===== src/rtl/itmr_pkg.sv =====
package itmr_pkg;

    // Word-address register selection; the order is the bus decode.
    typedef enum logic [1:0] {
        SEL_RELOAD = 2'd0,
        SEL_STATUS = 2'd1,
        SEL_MASK   = 2'd2,
        SEL_NONE   = 2'd3
    } reg_sel_e;

    // One decoded bus operation for the current cycle.
    typedef struct packed {
        logic     wr;
        logic     rd;
        reg_sel_e sel;
    } bus_op_t;

    // True when an operation touches the status register.
    function automatic logic is_status_access(bus_op_t op);
        return (op.wr || op.rd) && (op.sel == SEL_STATUS);
    endfunction

    // True when an operation writes the given register.
    function automatic logic is_write_to(bus_op_t op, reg_sel_e s);
        return op.wr && (op.sel == s);
    endfunction

endpackage


===== src/rtl/itmr_decode.sv =====
module itmr_decode
    import itmr_pkg::*;
#(
    parameter int ADDR_W = 2
) (
    input  logic              wr_en_i,
    input  logic              rd_en_i,
    input  logic [ADDR_W-1:0] addr_i,
    output bus_op_t           op_o
);

    logic hi_bits;

    generate
        if (ADDR_W > 2) begin : g_wide
            assign hi_bits = |addr_i[ADDR_W-1:2];
        end else begin : g_narrow
            assign hi_bits = 1'b0;
        end
    endgenerate

    always_comb begin
        op_o.wr  = wr_en_i;
        op_o.rd  = rd_en_i;
        op_o.sel = hi_bits ? SEL_NONE : reg_sel_e'(addr_i[1:0]);
    end

endmodule


===== src/rtl/itmr_regs.sv =====
module itmr_regs
    import itmr_pkg::*;
#(
    parameter int DATA_W = 32
) (
    input  logic              clk_i,
    input  logic              rst_i,
    input  bus_op_t           op_i,
    input  logic [DATA_W-1:0] wdata_i,
    output logic [DATA_W-1:0] reload_o,
    output logic [DATA_W-1:0] mask_o
);

    always_ff @(posedge clk_i) begin
        if (rst_i) begin
            reload_o <= '0;
            mask_o   <= '0;
        end else begin
            if (is_write_to(op_i, SEL_RELOAD)) reload_o <= wdata_i;
            if (is_write_to(op_i, SEL_MASK))   mask_o   <= wdata_i;
        end
    end

endmodule


===== src/rtl/itmr_counter.sv =====
module itmr_counter
    import itmr_pkg::*;
#(
    parameter int DATA_W = 32,
    parameter int STEP   = 2
) (
    input  logic              clk_i,
    input  logic              rst_i,
    input  bus_op_t           op_i,
    input  logic [DATA_W-1:0] wdata_i,
    input  logic [DATA_W-1:0] reload_i,
    input  logic              gate_i,
    input  logic              tick_i,
    output logic [DATA_W-1:0] count_o,
    output logic              irq_o
);

    localparam logic signed [DATA_W-1:0] STEP_V = DATA_W'(STEP);

    logic signed [DATA_W-1:0] cnt_s;
    logic signed [DATA_W-1:0] rld_s;
    logic signed [DATA_W-1:0] stepped;
    logic                     run;

    assign cnt_s   = $signed(count_o);
    assign rld_s   = $signed(reload_i);
    assign stepped = cnt_s - STEP_V;
    assign run     = tick_i && gate_i && (rld_s > 0) && (cnt_s > 0);

    // Priority: reload write, then status access (ack + restart), then tick.
    always_ff @(posedge clk_i) begin
        if (rst_i) begin
            count_o <= '0;
            irq_o   <= 1'b0;
        end else if (is_write_to(op_i, SEL_RELOAD)) begin
            count_o <= wdata_i;
        end else if (is_status_access(op_i)) begin
            // A status write lands in the count and is overtaken by the restart.
            count_o <= reload_i;
            irq_o   <= 1'b0;
        end else if (run) begin
            count_o <= stepped;
            if (stepped <= 0) irq_o <= 1'b1;
        end
    end

endmodule


===== src/rtl/itmr_rdmux.sv =====
module itmr_rdmux
    import itmr_pkg::*;
#(
    parameter int DATA_W = 32
) (
    input  logic              clk_i,
    input  logic              rst_i,
    input  bus_op_t           op_i,
    input  logic [DATA_W-1:0] reload_i,
    input  logic [DATA_W-1:0] mask_i,
    input  logic [DATA_W-1:0] count_i,
    output logic [DATA_W-1:0] rdata_o
);

    logic [DATA_W-1:0] sel_val;

    always_comb begin
        unique case (op_i.sel)
            SEL_RELOAD: sel_val = reload_i;
            SEL_STATUS: sel_val = count_i;
            SEL_MASK:   sel_val = mask_i;
            default:    sel_val = '0;
        endcase
    end

    always_ff @(posedge clk_i) begin
        if (rst_i)          rdata_o <= '0;
        else if (op_i.rd)   rdata_o <= sel_val;
    end

endmodule


===== src/rtl/interval_timer.sv =====
module interval_timer
    import itmr_pkg::*;
#(
    parameter int DATA_W   = 32,
    parameter int ADDR_W   = 2,
    parameter int STEP     = 2,
    parameter int GATE_BIT = 1
) (
    input  logic              clk_i,
    input  logic              rst_i,
    input  logic              wr_en_i,
    input  logic              rd_en_i,
    input  logic [ADDR_W-1:0] addr_i,
    input  logic [DATA_W-1:0] wdata_i,
    output logic [DATA_W-1:0] rdata_o,
    input  logic              tick_i,
    output logic              irq_o
);

    bus_op_t           op;
    logic [DATA_W-1:0] reload_q;
    logic [DATA_W-1:0] mask_q;
    logic [DATA_W-1:0] count_q;

    itmr_decode #(.ADDR_W(ADDR_W)) u_dec (
        .wr_en_i (wr_en_i),
        .rd_en_i (rd_en_i),
        .addr_i  (addr_i),
        .op_o    (op)
    );

    itmr_regs #(.DATA_W(DATA_W)) u_regs (
        .clk_i    (clk_i),
        .rst_i    (rst_i),
        .op_i     (op),
        .wdata_i  (wdata_i),
        .reload_o (reload_q),
        .mask_o   (mask_q)
    );

    itmr_counter #(.DATA_W(DATA_W), .STEP(STEP)) u_cnt (
        .clk_i    (clk_i),
        .rst_i    (rst_i),
        .op_i     (op),
        .wdata_i  (wdata_i),
        .reload_i (reload_q),
        .gate_i   (mask_q[GATE_BIT]),
        .tick_i   (tick_i),
        .count_o  (count_q),
        .irq_o    (irq_o)
    );

    itmr_rdmux #(.DATA_W(DATA_W)) u_rd (
        .clk_i    (clk_i),
        .rst_i    (rst_i),
        .op_i     (op),
        .reload_i (reload_q),
        .mask_i   (mask_q),
        .count_i  (count_q),
        .rdata_o  (rdata_o)
    );

endmodule


===== config.mk =====
export PLATFORM = sky130hd
export DESIGN_NAME = interval_timer
export DESIGN_NICKNAME = d
export VERILOG_FILES = /design/src/rtl/itmr_pkg.sv /design/src/rtl/itmr_decode.sv /design/src/rtl/itmr_regs.sv /design/src/rtl/itmr_counter.sv /design/src/rtl/itmr_rdmux.sv /design/src/rtl/interval_timer.sv
export SDC_FILE = /design/constraint.sdc
export NUM_CORES = 1
export LEC_CHECK = 0
export CELL_PAD_IN_SITES_DETAIL_PLACEMENT = 0
export CELL_PAD_IN_SITES_GLOBAL_PLACEMENT = 1
export CORE_ASPECT_RATIO = 1.1
export CORE_UTILIZATION = 42
export DETAILED_ROUTE_END_ITERATION = 8
export GPL_ROUTABILITY_DRIVEN = 1
export PLACE_DENSITY_LB_ADDON = 0.12
export SLEW_MARGIN = 20
export SYNTH_ARGS = -nofsm -noshare
export SYNTH_HDL_FRONTEND = slang
export SYNTH_SLANG_ARGS = --single-unit

===== constraint.sdc =====
create_clock -name clk_i -period 3.45 [get_ports clk_i]
set_input_delay 0.69 -clock clk_i [delete_from_list [all_inputs] [get_ports clk_i]]
set_output_delay 0.69 -clock clk_i [all_outputs]
set_load 0.03 [all_outputs]

Yosys cells after proc, flatten, opt, wreduce, memory -nomap -nowiden --
Cells that the tools add are included.
Storage, ports and cells: register bits after elaboration 129, latch bits 0, memory bits (writable) 0, memory bits (read-only) 0, input bits 39, output and inout bits 33, word-level logic and storage cells 31, memories 0
Operators by class: add/subtract/negate cells 1, multipliers 0, divide/modulo/power cells 0, $lt $le $gt $ge 3, eq/ne operators 2, shifts and indexed selects 0, mux-type cells 7, bitwise gates (word level) 1, reductions and logical operators 12
Operator list (count):
- 32-bit two-way mux | 3
- 32-bit case mux with 3 select lines | 1
- 32-bit by 1-bit > comparator with 1-bit output, second input constant | 2
- 32-bit by 1-bit less-or-equal comparator with 1-bit output, second input constant | 1
- 32-bit by 3-bit subtractor with 32-bit output, second input constant | 1
- 1-bit logical AND | 6
- 2-bit nonzero test | 2
- 1-bit two-way mux | 3
- 3-bit AND reduction | 1
- 3-bit nonzero test | 1
- 2-bit by 1-bit equality test with 1-bit output, second input constant | 1
- 2-bit equality test, second input constant | 1
- 2-bit logical NOT | 1
- 1-bit logical OR | 1
- 1-bit NOT | 1

Depth between registers and ports, before layout --
word-level depth 6, gate-level depth with buffers 10, depth with buffers taken out 9

Hierarchy --
From an unflattened synthesis, not the netlist that was laid out.
Second synthesis, totals: cell total of the unflattened synthesis 815, area total of the unflattened synthesis 7151.9 µm²
Modules (own cells, without submodules):
- itmr_counter | instances 1, cells each 348, area each 2678.8 µm², seq. area each 660.6 µm²
- itmr_regs | instances 1, cells each 246, area each 2678.8 µm², seq. area each 1281.2 µm²
- itmr_rdmux | instances 1, cells each 217, area each 1764.2 µm², seq. area each 640.6 µm²
- itmr_decode | instances 1, cells each 4, area each 30.0 µm², seq. area each 0.0 µm²

Least setup slack after synthesis --
OpenSTA, ideal clock, no wires.
path kind flip-flop to flip-flop, start point reg u_cnt.count_o[1], end point reg u_cnt.count_o[13], library setup time 0.091 ns, arrival 2.527 ns, required time 3.359 ns, slack 0.832 ns, stages on the path, launching flop included 11, buffers on the path 1, clock period less this slack 2.618 ns, cells stage by stage dfxtp_1 inv_1 ha_1 or4b_4 or3_1 buf_2 or4_4 xor2_1 nand2_1 o211ai_1 a311oi_1
On the way: longest elaborated chain between the ends 4, elaborated cells on any way between the ends 7, those cells by class 1 x add/sub; 1 x order compare; 3 x mux; 2 x reduce/logical
Ends and longest elaborated chain:
- from (decl) | line itmr_counter.sv:14 | output logic [DATA_W-1:0] count_o,
- from (signal assigned) | line itmr_counter.sv:36 | count_o <= wdata_i;
- from (signal assigned) | line itmr_counter.sv:39 | count_o <= reload_i;
- from (signal assigned) | line itmr_counter.sv:42 | count_o <= stepped;
- 32-bit by 3-bit subtractor with 32-bit output | line itmr_counter.sv:27 | assign stepped = cnt_s - STEP_V;
- 32-bit two-way mux | line itmr_counter.sv:41 | end else if (run) begin
- 32-bit two-way mux | line itmr_counter.sv:37 | end else if (is_status_access(op_i)) begin
- 32-bit two-way mux | line itmr_counter.sv:35 | end else if (is_write_to(op_i, SEL_RELOAD)) begin
Several ways; a longest one is shown, not always the timed one. The select of a mux whose other input is x is not followed. A chain may end at the register's enable or synchronous reset.

Worst setup path after layout --
Same ends and word-level chain as after synthesis.

==> results.json <==
{
  "gr-usage-met1_pct": 29.54,
  "switching_share_pct": 28.66,
  "yosysSeqAreaShare_pct": 39.72,
  "layout_min_cycle_time_ns": 2.921,
  "outcome": "finished clean",
  "grt.overflow.total": 0,
  "internal_power_mw": 3.096,
  "rr_worst_depth": 9,
  "n_fill_cell": 1478,
  "r2r_slack_ns": 0.53,
  "worstPathRequired_ns": 3.78,
  "path_clk_slew_ns": 0.06,
  "final_hold_viol_count": 0,
  "cts_hold_buf": 0,
  "nNetsFinal": 925,
  "rsz0062_at_grt": "false",
  "crit_path_max_fanout": 8,
  "first_pass_iters": 5,
  "pwr-share-seq_pct": 38.8,
  "syn_inst": 853,
  "setup_violations": 0,
  "hp-start": "u_regs.mask_o[24]$_SDFFE_PP0P_",
  "hold_class": "reg2reg",
  "p_clk_share_pct": 43.3,
  "fp-row-count": 47,
  "drive_above_1_share_pct": 7.572,
  "area_growth_syn_to_layout_pct": 21.94,
  "drtAntennaViolNets": 0,
  "slew_violations": 0,
  "routedWlPerCell_um": 16.85,
  "place.gp.congestion": 0.8882,
  "synth_top_area_share_pct": 39.72,
  "synth-edff-count": 0,
  "vias": 6218,
  "clkLatencyLatePin_ns": 0.43,
  "syn_nets": 893,
  "fin_worst_skew_ns": 0.007339,
  "maxCapViolations": 0,
  "relSlewSlack_pct": 39.49,
  "cp-end-kind": "flop",
  "initial_core_util_pct": 43.02,
  "grt_max_degree": 74,
  "cts_setup_buffers": 0,
  "grtUsageMet3_pct": 4.914,
  "yosysWarnings": 0,
  "final_core_util_pct": 52.45,
  "ys_async_sr_fraction_pct": 0,
  "crit_path_start_kind": "flop",
  "synth_top_area_cell": "dfxtp_1",
  "clockBufferDepth": 2,
  "endpoint": "u_cnt.count_o[13]$_SDFFE_PP0P_",
  "root_buffer": "clkbuf_16",
  "tightest_slew_ns": 0.9077,
  "multi_input_area_mm2": 0.003598,
  "busiest_layer": "met2",
  "n_antenna_cell": 0,
  "cts_resized": 0,
  "comb_power_share_pct": 17.9,
  "critical_path_class": "reg2reg",
  "p_sw_mw": 1.244,
  "crit_arrival_ns": 3.25,
  "fin_crit_sh_pct": 84.66,
  "grt_pass1_wl_um": 30620,
  "power.density_mw_per_mm2": 547.5,
  "netlist_area_mm2": 0.006501,
  "regArea_mm2": 0.002582,
  "crit_start": "u_cnt.count_o[1]$_SDFFE_PP0P_",
  "dieArea_mm2": 0.01598,
  "synth.ff_latch_count": 129,
  "total_leakage_power_nw": 2.797,
  "mostFrequentLayoutCells": "nand2_1 (162), dfxtp_1 (129), nor2_1 (110)",
  "fmax_mhz": 342.4,
  "wl_um": 18440,
  "synth_top_flop_cell": "dfxtp_1",
  "hpwl_um": 12680,
  "cts_tree": "yes",
  "cts_sinks": 129,
  "setup_tns_ns": 0,
  "met2_usage_pct": 41.63,
  "worstReg2RegEnd": "u_cnt.count_o[13]$_SDFFE_PP0P_",
  "max-vdd-ir-drop_uv": 333.0,
  "h-tree-depth": 4,
  "grt_use_total_pct": 24.24,
  "core_area_mm2": 0.01511,
  "synth.avg_cell_area_um2": 7.622,
  "dieHeight_um": 132.5,
  "route.detailed.drc": 0,
  "yosys-top-cells-area": "dfxtp_1 (40%), nand2_1 (9.4%), a21oi_1 (8.0%)",
  "fp.dieW_um": 120.6,
  "cts_inserted_buffers": 17,
  "final_common_cell": "nand2_1",
  "antenna_found_initial": 0,
  "port-buffer-count": 71,
  "dr.first_iter.drc_count": 316,
  "reg2reg_from": "u_cnt.count_o[1]$_SDFFE_PP0P_",
  "first_global_vias": 6060,
  "io_pins": 72,
  "via_per_inst": 5.684,
  "synth_cell_types": 52
}
## worst min path at each step
stage                                           to  cells past startpoint
floorplan            u_regs.mask_o[0]$_SDFFE_PP0P_                      2
global placement    u_regs.mask_o[16]$_SDFFE_PP0P_                      2
detailed placement   u_regs.mask_o[4]$_SDFFE_PP0P_                      2
CTS                  u_regs.mask_o[4]$_SDFFE_PP0P_                      2
global route        u_regs.mask_o[15]$_SDFFE_PP0P_                      2
finish              u_regs.mask_o[24]$_SDFFE_PP0P_                      2
## flip-flops by register name (all words and copies together), names as in the netlist
register	cells
u_cnt.irq_o	1
u_regs.reload_o	32
u_rd.rdata_o	32
u_cnt.count_o	32
u_regs.mask_o	32
## power groups by stage
stage	registers [mW]	logic [mW]	clock network, mW
floorplan	1.70	0.539	0
global placement	1.71	0.766	0
detailed placement	1.72	0.773	0
CTS	1.68	0.778	1.91
global route	1.70	0.858	2.00
finish	1.68	0.775	1.88
## stage by stage
step	worst slack (ns)	hold slack [ns]	power (mW)	cell area [um^2]	std cells
CTS	0.5197	0.4570	4.372	7928	1094
detailed placement	0.5341	0.4491	2.489	7306	1062
global route	0.2522	0.4794	4.553	7928	1094
finish	0.5294	0.4532	4.340	7928	1094
floorplan	0.8319	0.4360	2.239	6501	853
global placement	0.5656	0.4415	2.478	7306	1062
## cell families after synthesis
| kind of cell | after synthesis | share of synthesized area (%) |
|---|---|---|
| simple gates | 365 | 25.13 |
| fa+ha+maj | 1 | 0.1924 |
| xor+xnor | 27 | 3.637 |
| buf+inv | 82 | 5.216 |
| flops | 129 | 39.72 |
| mux | 32 | 4.927 |
| compound gates | 217 | 21.17 |
## per-layer routing
layer	vias to the layer above	share of wire, %
met4	0	2.6
met2	108	50
met3	29	3.1
li1	3097	-
met1	2984	44
met5	-	0
## cells in the mapped netlist (17+ instances only)
cell and instances:
nand3_1 17, a211oi_1 37, mux2i_1 32, xnor2_1 17, clkbuf_1 60, nand2_1 162, nor2_1 110, dfxtp_1 129
nor4_1 19, a311oi_1 26, o211ai_1 24, a21oi_1 104
## critical path, cell delays in order (launching register included)
cell and delay [ns]:
dfxtp_1 0.37, inv_1 0.12, ha_1 0.28, or4b_4 0.52
or3_1 0.50, or4_4 0.47, xor2_1 0.15, nand2_1 0.07
o211ai_1 0.08, a311oi_1 0.27
## cell type report
cell class / count / area share (%)
multi-input cells: 642 / 45.39
flip-flops and latches: 129 / 32.58
clock inverters: 12 / 1.957
well taps: 196 / 3.093
inverters: 3 / 0.1420
repair buffers: 92 / 10.95
clock buffers: 20 / 5.887
No activity file was read; power rests on OpenSTA's default activity.
